**src/rtl/evt_irq_pkg.sv**
```systemverilog
package evt_irq_pkg;
    localparam int NUM_EVT  = 4;
    localparam int EV_MEAS  = 0;
    localparam int EV_DET   = 1;
    localparam int EV_VALID = 2;
    localparam int EV_IDLE  = 3;

    localparam int ADDR_STAT  = 0;
    localparam int ADDR_SIGEN = 1;
    localparam int ADDR_IRQEN = 2;

    typedef logic [NUM_EVT-1:0] evt_vec_t;

    // events that own an interrupt enable bit
    localparam evt_vec_t IRQ_CAPABLE = evt_vec_t'((1 << EV_MEAS) | (1 << EV_DET) | (1 << EV_IDLE));

    typedef struct packed {
        evt_vec_t sig_en;
        evt_vec_t irq_en;
    } en_state_t;

    typedef struct packed {
        evt_vec_t flags;
    } flag_state_t;
endpackage

```
**src/rtl/evt_irq_enables.sv**
```systemverilog
module evt_irq_enables
    import evt_irq_pkg::*;
(
    input  logic     clk,
    input  logic     rst_n,
    input  logic     wr_sig,
    input  logic     wr_irq,
    input  evt_vec_t wdata,
    output evt_vec_t sig_en,
    output evt_vec_t irq_en
);
    en_state_t en_d, en_q;

    always_comb begin
        en_d = en_q;
        if (wr_sig) begin
            en_d.sig_en = wdata;
        end
        if (wr_irq) begin
            en_d.irq_en = wdata & IRQ_CAPABLE;
        end
    end

    always_ff @(posedge clk or negedge rst_n) begin
        if (!rst_n) begin
            en_q <= '0;
        end else begin
            en_q <= en_d;
        end
    end

    assign sig_en = en_q.sig_en;
    assign irq_en = en_q.irq_en;
endmodule

```
**src/rtl/evt_irq_flags.sv**
```systemverilog
module evt_irq_flags
    import evt_irq_pkg::*;
(
    input  logic     clk,
    input  logic     rst_n,
    input  evt_vec_t evt,
    input  evt_vec_t sig_en,
    input  logic     clr_stb,
    input  evt_vec_t clr_bits,
    output evt_vec_t flags
);
    flag_state_t st_d, st_q;
    evt_vec_t    clr_eff;
    evt_vec_t    set_vec;

    // per-bit clear mapping; the valid flag also follows a measure clear
    for (genvar i = 0; i < NUM_EVT; i++) begin : g_clr
        if (i == EV_VALID) begin : g_linked
            assign clr_eff[i] = clr_stb & (clr_bits[i] | clr_bits[EV_MEAS]);
        end else begin : g_plain
            assign clr_eff[i] = clr_stb & clr_bits[i];
        end
    end

    assign set_vec = evt & sig_en;

    always_comb begin
        st_d       = st_q;
        st_d.flags = (st_q.flags & ~clr_eff) | set_vec;
    end

    always_ff @(posedge clk or negedge rst_n) begin
        if (!rst_n) begin
            st_q <= '0;
        end else begin
            st_q <= st_d;
        end
    end

    assign flags = st_q.flags;
endmodule

```
**src/rtl/evt_irq_readmux.sv**
```systemverilog
module evt_irq_readmux
    import evt_irq_pkg::*;
#(
    parameter int ADDR_W = 2
) (
    input  logic [ADDR_W-1:0] addr,
    input  evt_vec_t          flags,
    input  evt_vec_t          sig_en,
    input  evt_vec_t          irq_en,
    output evt_vec_t          rdata
);
    always_comb begin
        if (addr == ADDR_W'(ADDR_STAT)) begin
            rdata = flags;
        end else if (addr == ADDR_W'(ADDR_SIGEN)) begin
            rdata = sig_en;
        end else if (addr == ADDR_W'(ADDR_IRQEN)) begin
            rdata = irq_en;
        end else begin
            rdata = '0;
        end
    end
endmodule

```
**src/rtl/evt_irq_gate.sv**
```systemverilog
module evt_irq_gate
    import evt_irq_pkg::*;
#(
    parameter int ADDR_W = 2
) (
    input  logic                 clk,
    input  logic                 rst_n,
    input  logic                 reg_wr,
    input  logic [ADDR_W-1:0]    reg_addr,
    input  logic [NUM_EVT-1:0]   reg_wdata,
    output logic [NUM_EVT-1:0]   reg_rdata,
    input  logic [NUM_EVT-1:0]   evt_pulse,
    output logic                 irq
);
    evt_vec_t status_q;
    evt_vec_t sig_en_q;
    evt_vec_t irq_en_q;
    logic     wr_stat, wr_sig, wr_irq;

    assign wr_stat = reg_wr && (reg_addr == ADDR_W'(ADDR_STAT));
    assign wr_sig  = reg_wr && (reg_addr == ADDR_W'(ADDR_SIGEN));
    assign wr_irq  = reg_wr && (reg_addr == ADDR_W'(ADDR_IRQEN));

    evt_irq_enables u_en (
        .clk    (clk),
        .rst_n  (rst_n),
        .wr_sig (wr_sig),
        .wr_irq (wr_irq),
        .wdata  (reg_wdata),
        .sig_en (sig_en_q),
        .irq_en (irq_en_q)
    );

    evt_irq_flags u_flags (
        .clk      (clk),
        .rst_n    (rst_n),
        .evt      (evt_pulse),
        .sig_en   (sig_en_q),
        .clr_stb  (wr_stat),
        .clr_bits (reg_wdata),
        .flags    (status_q)
    );

    evt_irq_readmux #(.ADDR_W(ADDR_W)) u_rd (
        .addr   (reg_addr),
        .flags  (status_q),
        .sig_en (sig_en_q),
        .irq_en (irq_en_q),
        .rdata  (reg_rdata)
    );

    // both gates must be open for a pending flag to reach the line
    assign irq = |(status_q & sig_en_q & irq_en_q);
endmodule

```
**config.mk**
```make
export PLATFORM = sky130hd
export DESIGN_NAME = evt_irq_gate
export DESIGN_NICKNAME = d
export VERILOG_FILES = /design/src/rtl/evt_irq_pkg.sv /design/src/rtl/evt_irq_enables.sv /design/src/rtl/evt_irq_flags.sv /design/src/rtl/evt_irq_readmux.sv /design/src/rtl/evt_irq_gate.sv
export SDC_FILE = /design/constraint.sdc
export NUM_CORES = 1
export LEC_CHECK = 0
export ABC_AREA = 1
export ABC_CLOCK_PERIOD_IN_PS = 900
export CORE_AREA = 4 4 41 43
export CTS_BUF_LIST = sky130_fd_sc_hd__clkbuf_8
export DETAILED_ROUTE_END_ITERATION = 7
export DIE_AREA = 0 0 45 47
export GPL_ROUTABILITY_DRIVEN = 0
export PLACE_DENSITY = 0.75
export SETUP_SLACK_MARGIN = 0.1
export SKIP_LAST_GASP = 1
export SYNTH_ARGS = -nofsm -noshare
export SYNTH_HDL_FRONTEND = slang
export SYNTH_SLANG_ARGS = --single-unit
```
**constraint.sdc**
```tcl
create_clock -name clk -period 0.9 [get_ports clk]
set_input_delay 0.18 -clock clk [delete_from_list [all_inputs] [get_ports clk]]
set_output_delay 0.18 -clock clk [all_outputs]
set_load 0.02 [all_outputs]
```
# [Yosys cells after proc, flatten, opt, wreduce, memory -nomap -nowiden]
# Cells that the tools add are included.
[word_totals] in_bits=13 regBits=11 word_cells=24 output_inout_bits=5
[classes] eq_ne=2 n_bitwise=11 reduce_logical=5 mux=3
[ops] cell="bitwise AND 4 bit" count=4
[ops] cell="two-way mux 4 bit" count=3
[ops] cell="bitwise AND 1 bit" count=4
[ops] cell="inverter 4 bit" count=1
[ops] cell="OR 4 bit" count=1
[ops] cell="OR reduction 4 bit" count=1
[ops] cell="logical AND 1 bit" count=3
[ops] cell="equality test 2 x 1 -> 1 bit, second input constant" count=1
[ops] cell="equality test 2 bit, second input constant" count=1
[ops] cell="zero test 2 bit" count=1
[ops] cell="OR 1 bit" count=1

# [Depth between registers and ports, before layout]
# Gate-level depths: netlist of the first run.
[logic_depth] ltp_word=6 mapped_depth=6 mapped_depth_nobuf=6

# [Cells and area by module]
# A second synthesis of the first run with hierarchy kept.
[hier_totals] hier_cells=85 area_unflattened_um2=586.8
[modules_own_cells] mod="evt_irq_enables" cells_each=32 area_each_um2=272.8 seq_area_each_um2=175.2 n_inst=1
[modules_own_cells] mod="evt_irq_flags" cells_each=20 area_each_um2=161.4 seq_area_each_um2=100.1 n_inst=1
[modules_own_cells] mod="evt_irq_readmux" cells_each=19 area_each_um2=86.3 seq_area_each_um2=0.0 n_inst=1
[modules_own_cells] mod="evt_irq_gate" cells_each=14 area_each_um2=66.3 seq_area_each_um2=0.0 n_inst=1

# [Worst setup path before layout of the first run]
# Ideal clock, no wire load.
[synth_path] kind="reg2out" startpoint="register u_en.en_q, in the netlist u_en.sig_en[0]" endpoint="output port irq" n_path_buf=0 required_ns=0.720 setup_slack_ns=0.071 arrival_time_ns=0.649 stages_incl_launch_ff=3 path_cell_list="dfrtp_1 > nand3_1 > nand3_1"
[synth_between] elab_chain_len=3
[synth_lines] item="from (decl)" line="evt_irq_enables.sv:12" text="en_state_t en_d, en_q;"
[synth_lines] item="from (signal assigned)" line="evt_irq_enables.sv:28" text="en_q <= en_d;"
[synth_lines] item="bitwise AND 4 bit (2 in a row)" line="evt_irq_gate.sv:53" text="assign irq = |(status_q & sig_en_q & irq_en_q);"
[synth_lines] item="OR reduction 4 bit" line="evt_irq_gate.sv:53"
[synth_lines] item="to (decl)" line="evt_irq_gate.sv:13" text="output logic irq"
# No other way between the ends.

# [Final worst setup path of the first run]
[layout_path] startpoint="register u_en.en_q, in the netlist u_en.irq_en[3]" endpoint="output port reg_rdata[3]"
[layout_between] elab_chain_len=3
[layout_lines] item="two-way mux 4 bit" line="evt_irq_readmux.sv:17" text="end else if (addr == ADDR_W'(ADDR_IRQEN)) begin"
[layout_lines] item="two-way mux 4 bit" line="evt_irq_readmux.sv:15" text="end else if (addr == ADDR_W'(ADDR_SIGEN)) begin"
[layout_lines] item="two-way mux 4 bit" line="evt_irq_readmux.sv:13" text="if (addr == ADDR_W'(ADDR_STAT)) begin"
[layout_lines] item="to (decl)" line="evt_irq_gate.sv:11" text="output logic [NUM_EVT-1:0] reg_rdata,"
# No other way between the ends.

==> results by group, run 1 <==
Status
  • Outcome: finished, violations left
  • Violated checks: setup timing

Final layout
  • # fillers: 84
  • Syn-to-layout area delta: 82.5%
  • Post-layout nets: 132
  • Most frequent cells in the layout: 31 x nand2_1, 14 x buf_4, 12 x buf_6
  • Antenna Cells: 0
  • Fraction of layout cells with a size suffix above 1: 47.5%
  • Commonest non-fill, non-tap cell in the layout: nand2_1
  • Non-Filler Instances: 133

Worst setup path
  • CP Capture Type: primary output
  • Crit path max-delay family: flip-flops
  • Worst path slowest cell: dfrtp_1
  • Max incr delay on CP: 430 ps
  • CP max FO: 3
  • CP Cell Sequence: nand3_2, nand3_2, buf_6
  • Worst Path Arrival: 970 ps
  • Buf/Inv on CP: 1
  • Worst Setup Path Type: reg2out
  • Crit path required time: 720 ps
  • Crit path launch type: flop
  • Most used cell, CP: nand3_2

Pwr
  • Standby leakage power: 0.559 nW
  • Tot Pwr: 0.00179 W
  • Cell Pwr Density: 1700 nW/um2
  • Net switching power: 0.000572 W
  • Clock power share: 29.1%
  • Sw Ratio: 32.0%
  • Sequential share of power: 37.3%
  • Int Power: 0.00122 W
  • VDD IR max: 0.00111 V
  • Power share of the combinational group: 33.6%

Place
  • Post-DP HPWL: 1.15 mm
  • IO buf count: 17
  • Post-placement cell count: 123
  • Setup WS pre-CTS: -1040 ps

STA
  • RSZ-0062 raised after global routing: true
  • Hold Worst Slack: 187 ps
  • Final period utilization: 128%
  • Rel. slew slack: 86.6%
  • Pins Over Slew Limit: 0
  • Endpoints failing setup: 6
  • Worst-Margin Slew: 201 ps
  • Clk_skew: 0.277 ps
  • Total negative setup slack: -1120 ps
  • Final WS setup: -251 ps
  • Hold Fails Final Rpt: 0
  • Minimum clock period: 1150 ps
  • Fmax: 869 MHz

Clock tree
  • CTS tree: yes
  • Clk buf depth: 2
  • Clock tree sinks: 11
  • Clock Tree Root: clkbuf_8
  • Hold_buf cts: 0
  • Clock transition at the registers of the reported paths: 60 ps
  • Clock buffer count from CTS: 3
  • Clock latency on the worst-skew pair: 250 ps
  • H-tree depth: 1

GRT
  • Vias in the first global route: 615
  • Global-route wire length before repair: 2.77 mm
  • Antenna violations before repair: 0
  • Grt ovf: 0
  • Largest net degree at the start of global routing: 12
  • GR Util All Layers: 19.1%

Logic synthesis
  • Post-synthesis instance area: 578 um2
  • Area contributors post-synth: dfrtp_1 48%, nand2_1 24%, nand3_1 12%, inv_1 3.2%, inv_2 1.9%
  • Post-synth top area share: 47.6%
  • Syn_area_per_cell: 7.41 um2
  • Ys Warns: 0
  • Yosys reg bits: 11
  • Cell variety after synth: 12
  • Cell taking the most area after synthesis: dfrtp_1
  • Post-Synthesis Cells: 78
  • Syn Nets: 91
  • Seq/Total Area, Yosys: 47.6%

Floorplan
  • Die H: 47 um
  • Initial core utilization: 44.4%
  • Die ar.: 2120 um2
  • Core Area: 1300 um2
  • Die width: 45 um
  • Row cnt: 13
  • Boundary pin count: 18

Routing
  • Wirelength per Cell: 13.5 um
  • Final ANT Viol Nets: 0
  • Via-per-instance ratio: 5.03
  • Via count: 669
  • Post-Route WL: 1.79 mm
  • DR pass1 iterations: 4
  • DRT iter0 DRCs: 10
  • DRC: 0

Min path
  • Hold Path Class: in2reg

Job
  • Max-Cap Viols: 0
worst reg2reg max path, cell delays in order (launching register included):
cell and delay [ps]:
dfrtp_1 410, buf_4 140, buf_4 120, nand2_1 50, nand2_1 50
timing repair:
| action | in CTS | in global routing |
|---|---|---|
| hold endpoints to repair | 0 | 0 |
| endpoints found under the setup margin | 16 | 16 |
| pin swaps | 12 | 10 |
| buffers inserted | 1 | 8 |
| resized for setup | 46 | 22 |
power by group through the flow:
| stage | Sequential (W) | Clock, W | Combinational [W] |
|---|---|---|---|
| 2_1_floorplan | 0.000647 | 0 | 0.000221 |
| 4_1_cts | 0.000659 | 0.000527 | 0.000508 |
| 6_report | 0.000668 | 0.000521 | 0.000601 |
| 5_1_grt | 0.000676 | 0.000557 | 0.000662 |
| 3_5_place_dp | 0.000657 | 0 | 0.000491 |
| 3_3_place_gp | 0.000659 | 0 | 0.000479 |
per-layer routing:
metal | GRT usage, % | wire, um | vias to the layer above
li1 | - | - | 328
met1 | 22.9 | 734 | 311
met2 | 31.1 | 888 | 21
met3 | 3.45 | 87 | 9
met4 | 13.5 | 78 | 0
met5 | 0 | 0 | -
layout make-up:
type	count	area, um2	area share (%)
inverters	8	32.5	3.08
clock buffers	3	41.3	3.91
multi-input cells	59	345	32.7
well taps	15	18.8	1.78
clock inverters	1	5.00	0.474
repair buffers	36	337	31.9
flip-flops and latches	11	275	26.1
logic make-up after synthesis:
logic type	after synthesis	share of synthesized area, %
DFF	11	47.6
AOI/OAI and AO/OA	3	3.25
buffers and inverters	8	5.20
and+or+nand+nor	56	43.9
synthesized netlist by cell type, drive strengths merged:
| cell type | count |
|---|---|
| nand3 | 15 |
| dfrtp | 11 |
| nor2 | 2 |
| o21ai | 3 |
| nand2 | 39 |
| inv | 8 |
through the flow:
step	utilization (%)	cell area, um2
after floorplan	-	598
after detailed placement	68.0	885
after CTS	72.8	947
after global placement	68.0	885
after global routing	81.1	1050
final	81.1	1050
final timing paths:
path / startpoint / endpoint / slack [ps] / cells past startpoint
worst max-delay path: u_en.irq_en[3] / reg_rdata[3] / -250 / 3
worst min-delay path: reg_wdata[2] / u_en.sig_en[2] / 190 / 3
worst max register to register: u_en.sig_en[3] / u_flags.flags[3] / 20 / 4
worst min register to register: u_flags.flags[2] / u_flags.flags[2] / 490 / 2
max in group asynchronous: rst_n / u_en.sig_en[0] / 510 / 2
min in group asynchronous: rst_n / u_en.sig_en[3] / 230 / 2
state kept, by name, indices dropped and copies added, names as in the netlist:
signal / count
u_en.irq_en: 3
u_en.sig_en: 4
u_flags.flags: 4
(Power assumes the default switching activity.)
==> run 2: changes to the inputs <==
--- a/config.mk
+++ b/config.mk
@@ -14,7 +14,6 @@
 export GPL_ROUTABILITY_DRIVEN = 0
 export PLACE_DENSITY = 0.75
 export SETUP_SLACK_MARGIN = 0.1
-export SKIP_LAST_GASP = 1
 export SYNTH_ARGS = -nofsm -noshare
 export SYNTH_HDL_FRONTEND = slang
 export SYNTH_SLANG_ARGS = --single-unit
==> run 2 against run 1 <==
Effect of this change:
- the flow still finishes with violations (setup timing)
- core utilization is the same
- die area stayed put
- sequential power about the same
- clock skew about the same
- maximum frequency fell by 0.57%
- via count up 2.4%
- critical path type unchanged
==> results by group, run 2 (synthesis gave the netlist of run 1 again) <==
Floorplan
  • Die H: 47 um
  • Die ar.: 2120 um2
  • Boundary pin count: 18
  • Initial core utilization: 44.4%
  • Core Area: 1300 um2
  • Row cnt: 13
  • Die width: 45 um

Clock tree
  • Clock latency on the worst-skew pair: 250 ps
  • Hold_buf cts: 0
  • Clk buf depth: 2
  • Clock transition at the registers of the reported paths: 60 ps
  • H-tree depth: 1
  • Clock tree sinks: 11
  • CTS tree: yes
  • Clock buffer count from CTS: 3
  • Clock Tree Root: clkbuf_8

Worst setup path
  • CP max FO: 3
  • Worst Setup Path Type: reg2out
  • Crit path launch type: flop
  • R2R cell count: 4
  • FF-to-FF Start: u_en.sig_en[3]
  • Worst reg2reg path endpoint: u_flags.flags[3]
  • Crit path required time: 720 ps
  • Worst Path Arrival: 980 ps
  • R2R Setup Slk: 20 ps
  • CP Capture Type: primary output

Pwr
  • Standby leakage power: 0.559 nW
  • Cell Pwr Density: 1700 nW/um2
  • VDD IR max: 0.00111 V
  • Tot Pwr: 0.00179 W

Final layout
  • Post-layout nets: 132
  • Non-Filler Instances: 133
  • Post-route cell area: 1050 um2
  • Commonest non-fill, non-tap cell in the layout: nand2_1
  • Syn-to-layout area delta: 82.5%
  • Fraction of layout cells with a size suffix above 1: 47.5%
  • Most frequent cells in the layout: 31 x nand2_1, 14 x buf_4, 12 x buf_6
  • Final Util: 81.1%
  • Antenna Cells: 0

Place
  • Post-DP HPWL: 1.15 mm
  • IO buf count: 17
  • Area after DPL: 885 um2
  • Post-placement cell count: 123

STA
  • RSZ-0062 raised after global routing: true
  • Pins Over Slew Limit: 0
  • Total negative setup slack: -1140 ps
  • Fmax: 864 MHz
  • Rel. slew slack: 86.9%
  • Hold Fails Final Rpt: 0
  • Worst-Margin Slew: 197 ps
  • Clk_skew: 0.275 ps
  • Final WS setup: -258 ps
  • Final period utilization: 129%
  • Endpoints failing setup: 5
  • Minimum clock period: 1160 ps

Min path
  • Worst hold path endpoint: u_en.sig_en[2]
  • WHS Path Cells: 3
  • Hold Path Class: in2reg
  • Hold path startpoint: reg_wdata[2]

GRT
  • Global-route wire length before repair: 2.77 mm
  • Largest net degree at the start of global routing: 12
  • Grt ovf: 0
  • Vias in the first global route: 615
  • Antenna violations before repair: 0
  • GR Util All Layers: 19.1%

Routing
  • Post-Route WL: 1.81 mm
  • Via count: 685
  • Wirelength per Cell: 13.6 um
  • Final ANT Viol Nets: 0
  • Via-per-instance ratio: 5.15
  • DRC: 0
  • DRT iter0 DRCs: 8
  • DR pass1 iterations: 4

Job
  • Max-Cap Viols: 0

Status
  • Violated checks: setup timing
  • Outcome: finished, violations left
run 2: cell counts in the layout (fill, tap and decap cells not counted):
Identical to the previous run, type by type.
run 2: worst max-delay path: stages (launching register included):
cell and delay [ps]:
dfrtp_1 430, nand3_2 100, nand3_2 70, buf_6 130
run 2: per-layer routing:
metal / vias to the layer above / track usage, % / routed length (um)
met5: - / 0 / 0
met4: 0 / 13.5 / 76
met3: 9 / 3.45 / 96
met2: 27 / 31.1 / 891
met1: 322 / 22.9 / 747
li1: 327 / - / -
run 2: what timing repair did:
item                                    CTS  global route
resized for setup                        46            22
hold endpoints to repair                  0             0
buffers inserted                          1             8
endpoints found under the setup margin   16            16
pin swaps                                12            10
run 2: final cells by class:
class | count | area, um2
sequential | 11 | 275
clock inverter | 1 | 5.00
multi-input combinational | 59 | 345
tap | 15 | 18.8
fill | 84 | 246
timing repair buffer | 36 | 337
clock buffer | 3 | 41.3
inverter | 8 | 32.5
run 2: worst max path at each step:
stage                         startpoint            to  depth (start not counted)
after floorplan           u_en.sig_en[0]           irq                          2
after global placement       reg_addr[1]  reg_rdata[3]                          7
after detailed placement     reg_addr[1]  reg_rdata[0]                          7
after CTS                 u_en.irq_en[1]           irq                          3
after global routing      u_en.irq_en[3]  reg_rdata[3]                          3
final                     u_en.irq_en[3]  reg_rdata[3]                          3
run 2: through the flow:
step	setup slack (ps)	hold WS [ps]
finish	-258	188
global route	-299	200
CTS	-237	234
detailed placement	-1040	463
global placement	-1000	454
floorplan	109	-116
run 2: report_power, final:
group	switching (W)	total, W	internal, W
combinational	0.000277	0.000602	0.000325
clock	0.000215	0.000521	0.000306
sequential	0.0000843	0.000669	0.000585
total	0.000576	0.00179	0.00122
==> run 3: changes to the inputs <==
--- a/config.mk
+++ b/config.mk
@@ -12,6 +12,7 @@
 export DETAILED_ROUTE_END_ITERATION = 7
 export DIE_AREA = 0 0 45 47
 export GPL_ROUTABILITY_DRIVEN = 0
+export GPL_TIMING_DRIVEN = 0
 export PLACE_DENSITY = 0.75
 export SETUP_SLACK_MARGIN = 0.1
 export SYNTH_ARGS = -nofsm -noshare
==> run 3 against run 2 <==
Effect of this change:
- the run still ends with setup timing left
- maximum frequency increased by 3.0%
- die area unchanged
- hold slack better by 54 ps
- critical path depth did not move
- cell count decreased by 9.0%
- sequential power up 0.7%
- register-to-register slack better by 70 ps
- total power fell by 7.8%
- sequential cell count is the same
- count of clock-buffer cells in the layout unchanged
- non-clock buffer count fell by 12
- final area is 12% lower
- largest power group unchanged
- highest routed layer unchanged
==> results by group, run 3 (synthesis gave the netlist of run 1 again) <==
Worst setup path
  • CP max FO: 3
  • CP Cell Sequence: nand3_2, nand3_2, buf_6
  • Worst Setup Path Type: reg2out
  • Worst path slowest cell: dfrtp_1
  • Crit path required time: 720 ps
  • Crit path launch type: flop
  • CP Capture Type: primary output
  • Worst Path Arrival: 940 ps
  • Most used cell, CP: nand3_2
  • Max incr delay on CP: 410 ps

Floorplan
  • Initial core utilization: 44.4%
  • Row cnt: 13
  • Boundary pin count: 18
  • Core Area: 1300 um2
  • Die width: 45 um
  • Die H: 47 um
  • Die ar.: 2120 um2

Final layout
  • Syn-to-layout area delta: 60.2%
  • Antenna Cells: 0
  • Fraction of layout cells with a size suffix above 1: 37.7%
  • Post-route cell area: 926 um2
  • Commonest non-fill, non-tap cell in the layout: nand2_1
  • Most frequent cells in the layout: 35 x nand2_1, 11 x nand3_2, 11 x dfrtp_1
  • Post-layout nets: 120
  • # fillers: 108
  • Final Util: 71.2%

Pwr
  • VDD IR max: 0.00117 V
  • Cell Pwr Density: 1780 nW/um2
  • Tot Pwr: 0.00165 W
  • Standby leakage power: 0.496 nW

Clock tree
  • Clock buffer count from CTS: 3
  • Clock Tree Root: clkbuf_8
  • Clock latency on the worst-skew pair: 230 ps
  • Clk buf depth: 2
  • CTS tree: yes
  • Hold_buf cts: 0
  • Clock transition at the registers of the reported paths: 50 ps
  • Clock tree sinks: 11
  • H-tree depth: 1

STA
  • Final period utilization: 125%
  • Worst-Margin Slew: 520 ps
  • Hold Fails Final Rpt: 0
  • Final WS setup: -225 ps
  • Pins Over Slew Limit: 0
  • RSZ-0062 raised after global routing: true
  • Fmax: 889 MHz
  • Endpoints failing setup: 5
  • Clk_skew: 0.103 ps
  • Minimum clock period: 1120 ps
  • Rel. slew slack: 65.2%

Min path
  • Hold Path Class: in2reg

Routing
  • Via-per-instance ratio: 4.91
  • DRT iter0 DRCs: 5
  • DR pass1 iterations: 4
  • Via count: 594
  • DRC: 0
  • Wirelength per Cell: 12.8 um
  • Final ANT Viol Nets: 0
  • Post-Route WL: 1.55 mm

GRT
  • GR Util All Layers: 16.7%
  • Largest net degree at the start of global routing: 12
  • Global-route wire length before repair: 2.54 mm
  • Vias in the first global route: 586
  • Antenna violations before repair: 0
  • Grt ovf: 0

Place
  • IO buf count: 17
  • Post-DP HPWL: 985 um
  • Setup WS pre-CTS: -1050 ps
  • Area after DPL: 787 um2

Status
  • Outcome: finished, violations left
  • Violated checks: setup timing

Job
  • Max-Cap Viols: 0
-- run 3: changes by cell type in the layout (fill, tap and decap cells not counted), moves of 4 or more --
cell / before / now
nand2_2: 7 / 3
nand2_1: 31 / 35
buf_6: 12 / 6
buf_4: 14 / 6
-- run 3: worst paths after layout --
check	depth (start not counted)	to	from	slack [ps]
max	3	irq	u_en.irq_en[3]	-220
min	3	u_en.sig_en[3]	reg_wdata[3]	240
min in group asynchronous	1	u_flags.flags[3]	rst_n	290
max reg2reg	3	u_en.irq_en[0]	u_en.irq_en[0]	90
min reg2reg	2	u_flags.flags[2]	u_flags.flags[2]	480
max in group asynchronous	1	u_en.sig_en[2]	rst_n	260
-- run 3: worst max-delay path, delay by kind of cell, from the launching register on --
| kind | cells | cell delay [ps] |
|---|---|---|
| flops | 1 | 410 |
| simple gates | 2 | 170 |
| buf+inv | 1 | 130 |
-- run 3: cell type report --
| cell class | count | area (um2) | share of cell area, % |
|---|---|---|---|
| Inverter | 8 | 32.5 | 3.51 |
| Timing Repair Buffer | 24 | 226 | 24.5 |
| Clock inverter | 1 | 3.75 | 0.405 |
| Sequential cell | 11 | 275 | 29.7 |
| Tap cell | 15 | 18.8 | 2.03 |
| Clock buffer | 3 | 41.3 | 4.46 |
| Multi-Input combinational cell | 59 | 328 | 35.4 |
-- run 3: metal layers --
layer / track usage [%] / wire [um]
met1: 20.7 / 638
met2: 29.1 / 824
met3: 2.30 / 78
met4: 7.02 / 8
met5: 0 / 0
-- run 3: timing repair --
| item | 4_1_cts | 5_1_grt |
|---|---|---|
| buffers inserted | 7 | 1 |
| pin swaps | 10 | 11 |
| gates cloned | 0 | 0 |
| setup endpoints to repair | 16 | 11 |
| resized for setup | 50 | 7 |
-- run 3: through the flow --
| step | hold WS (ps) | setup TNS (ps) | std cells |
|---|---|---|---|
| global route | 277 | -1260 | 121 |
| detailed placement | 459 | -9790 | 110 |
| CTS | 298 | -1020 | 121 |
| floorplan | -116 | 0 | 78 |
| finish | 242 | -1050 | 121 |
| global placement | 457 | -9390 | 110 |
-- run 3: where the power goes --
group | switching [W] | internal (W) | total, W
sequential | 0.0000884 | 0.000586 | 0.000674
clock | 0.000181 | 0.000299 | 0.000481
combinational | 0.000245 | 0.000253 | 0.000498
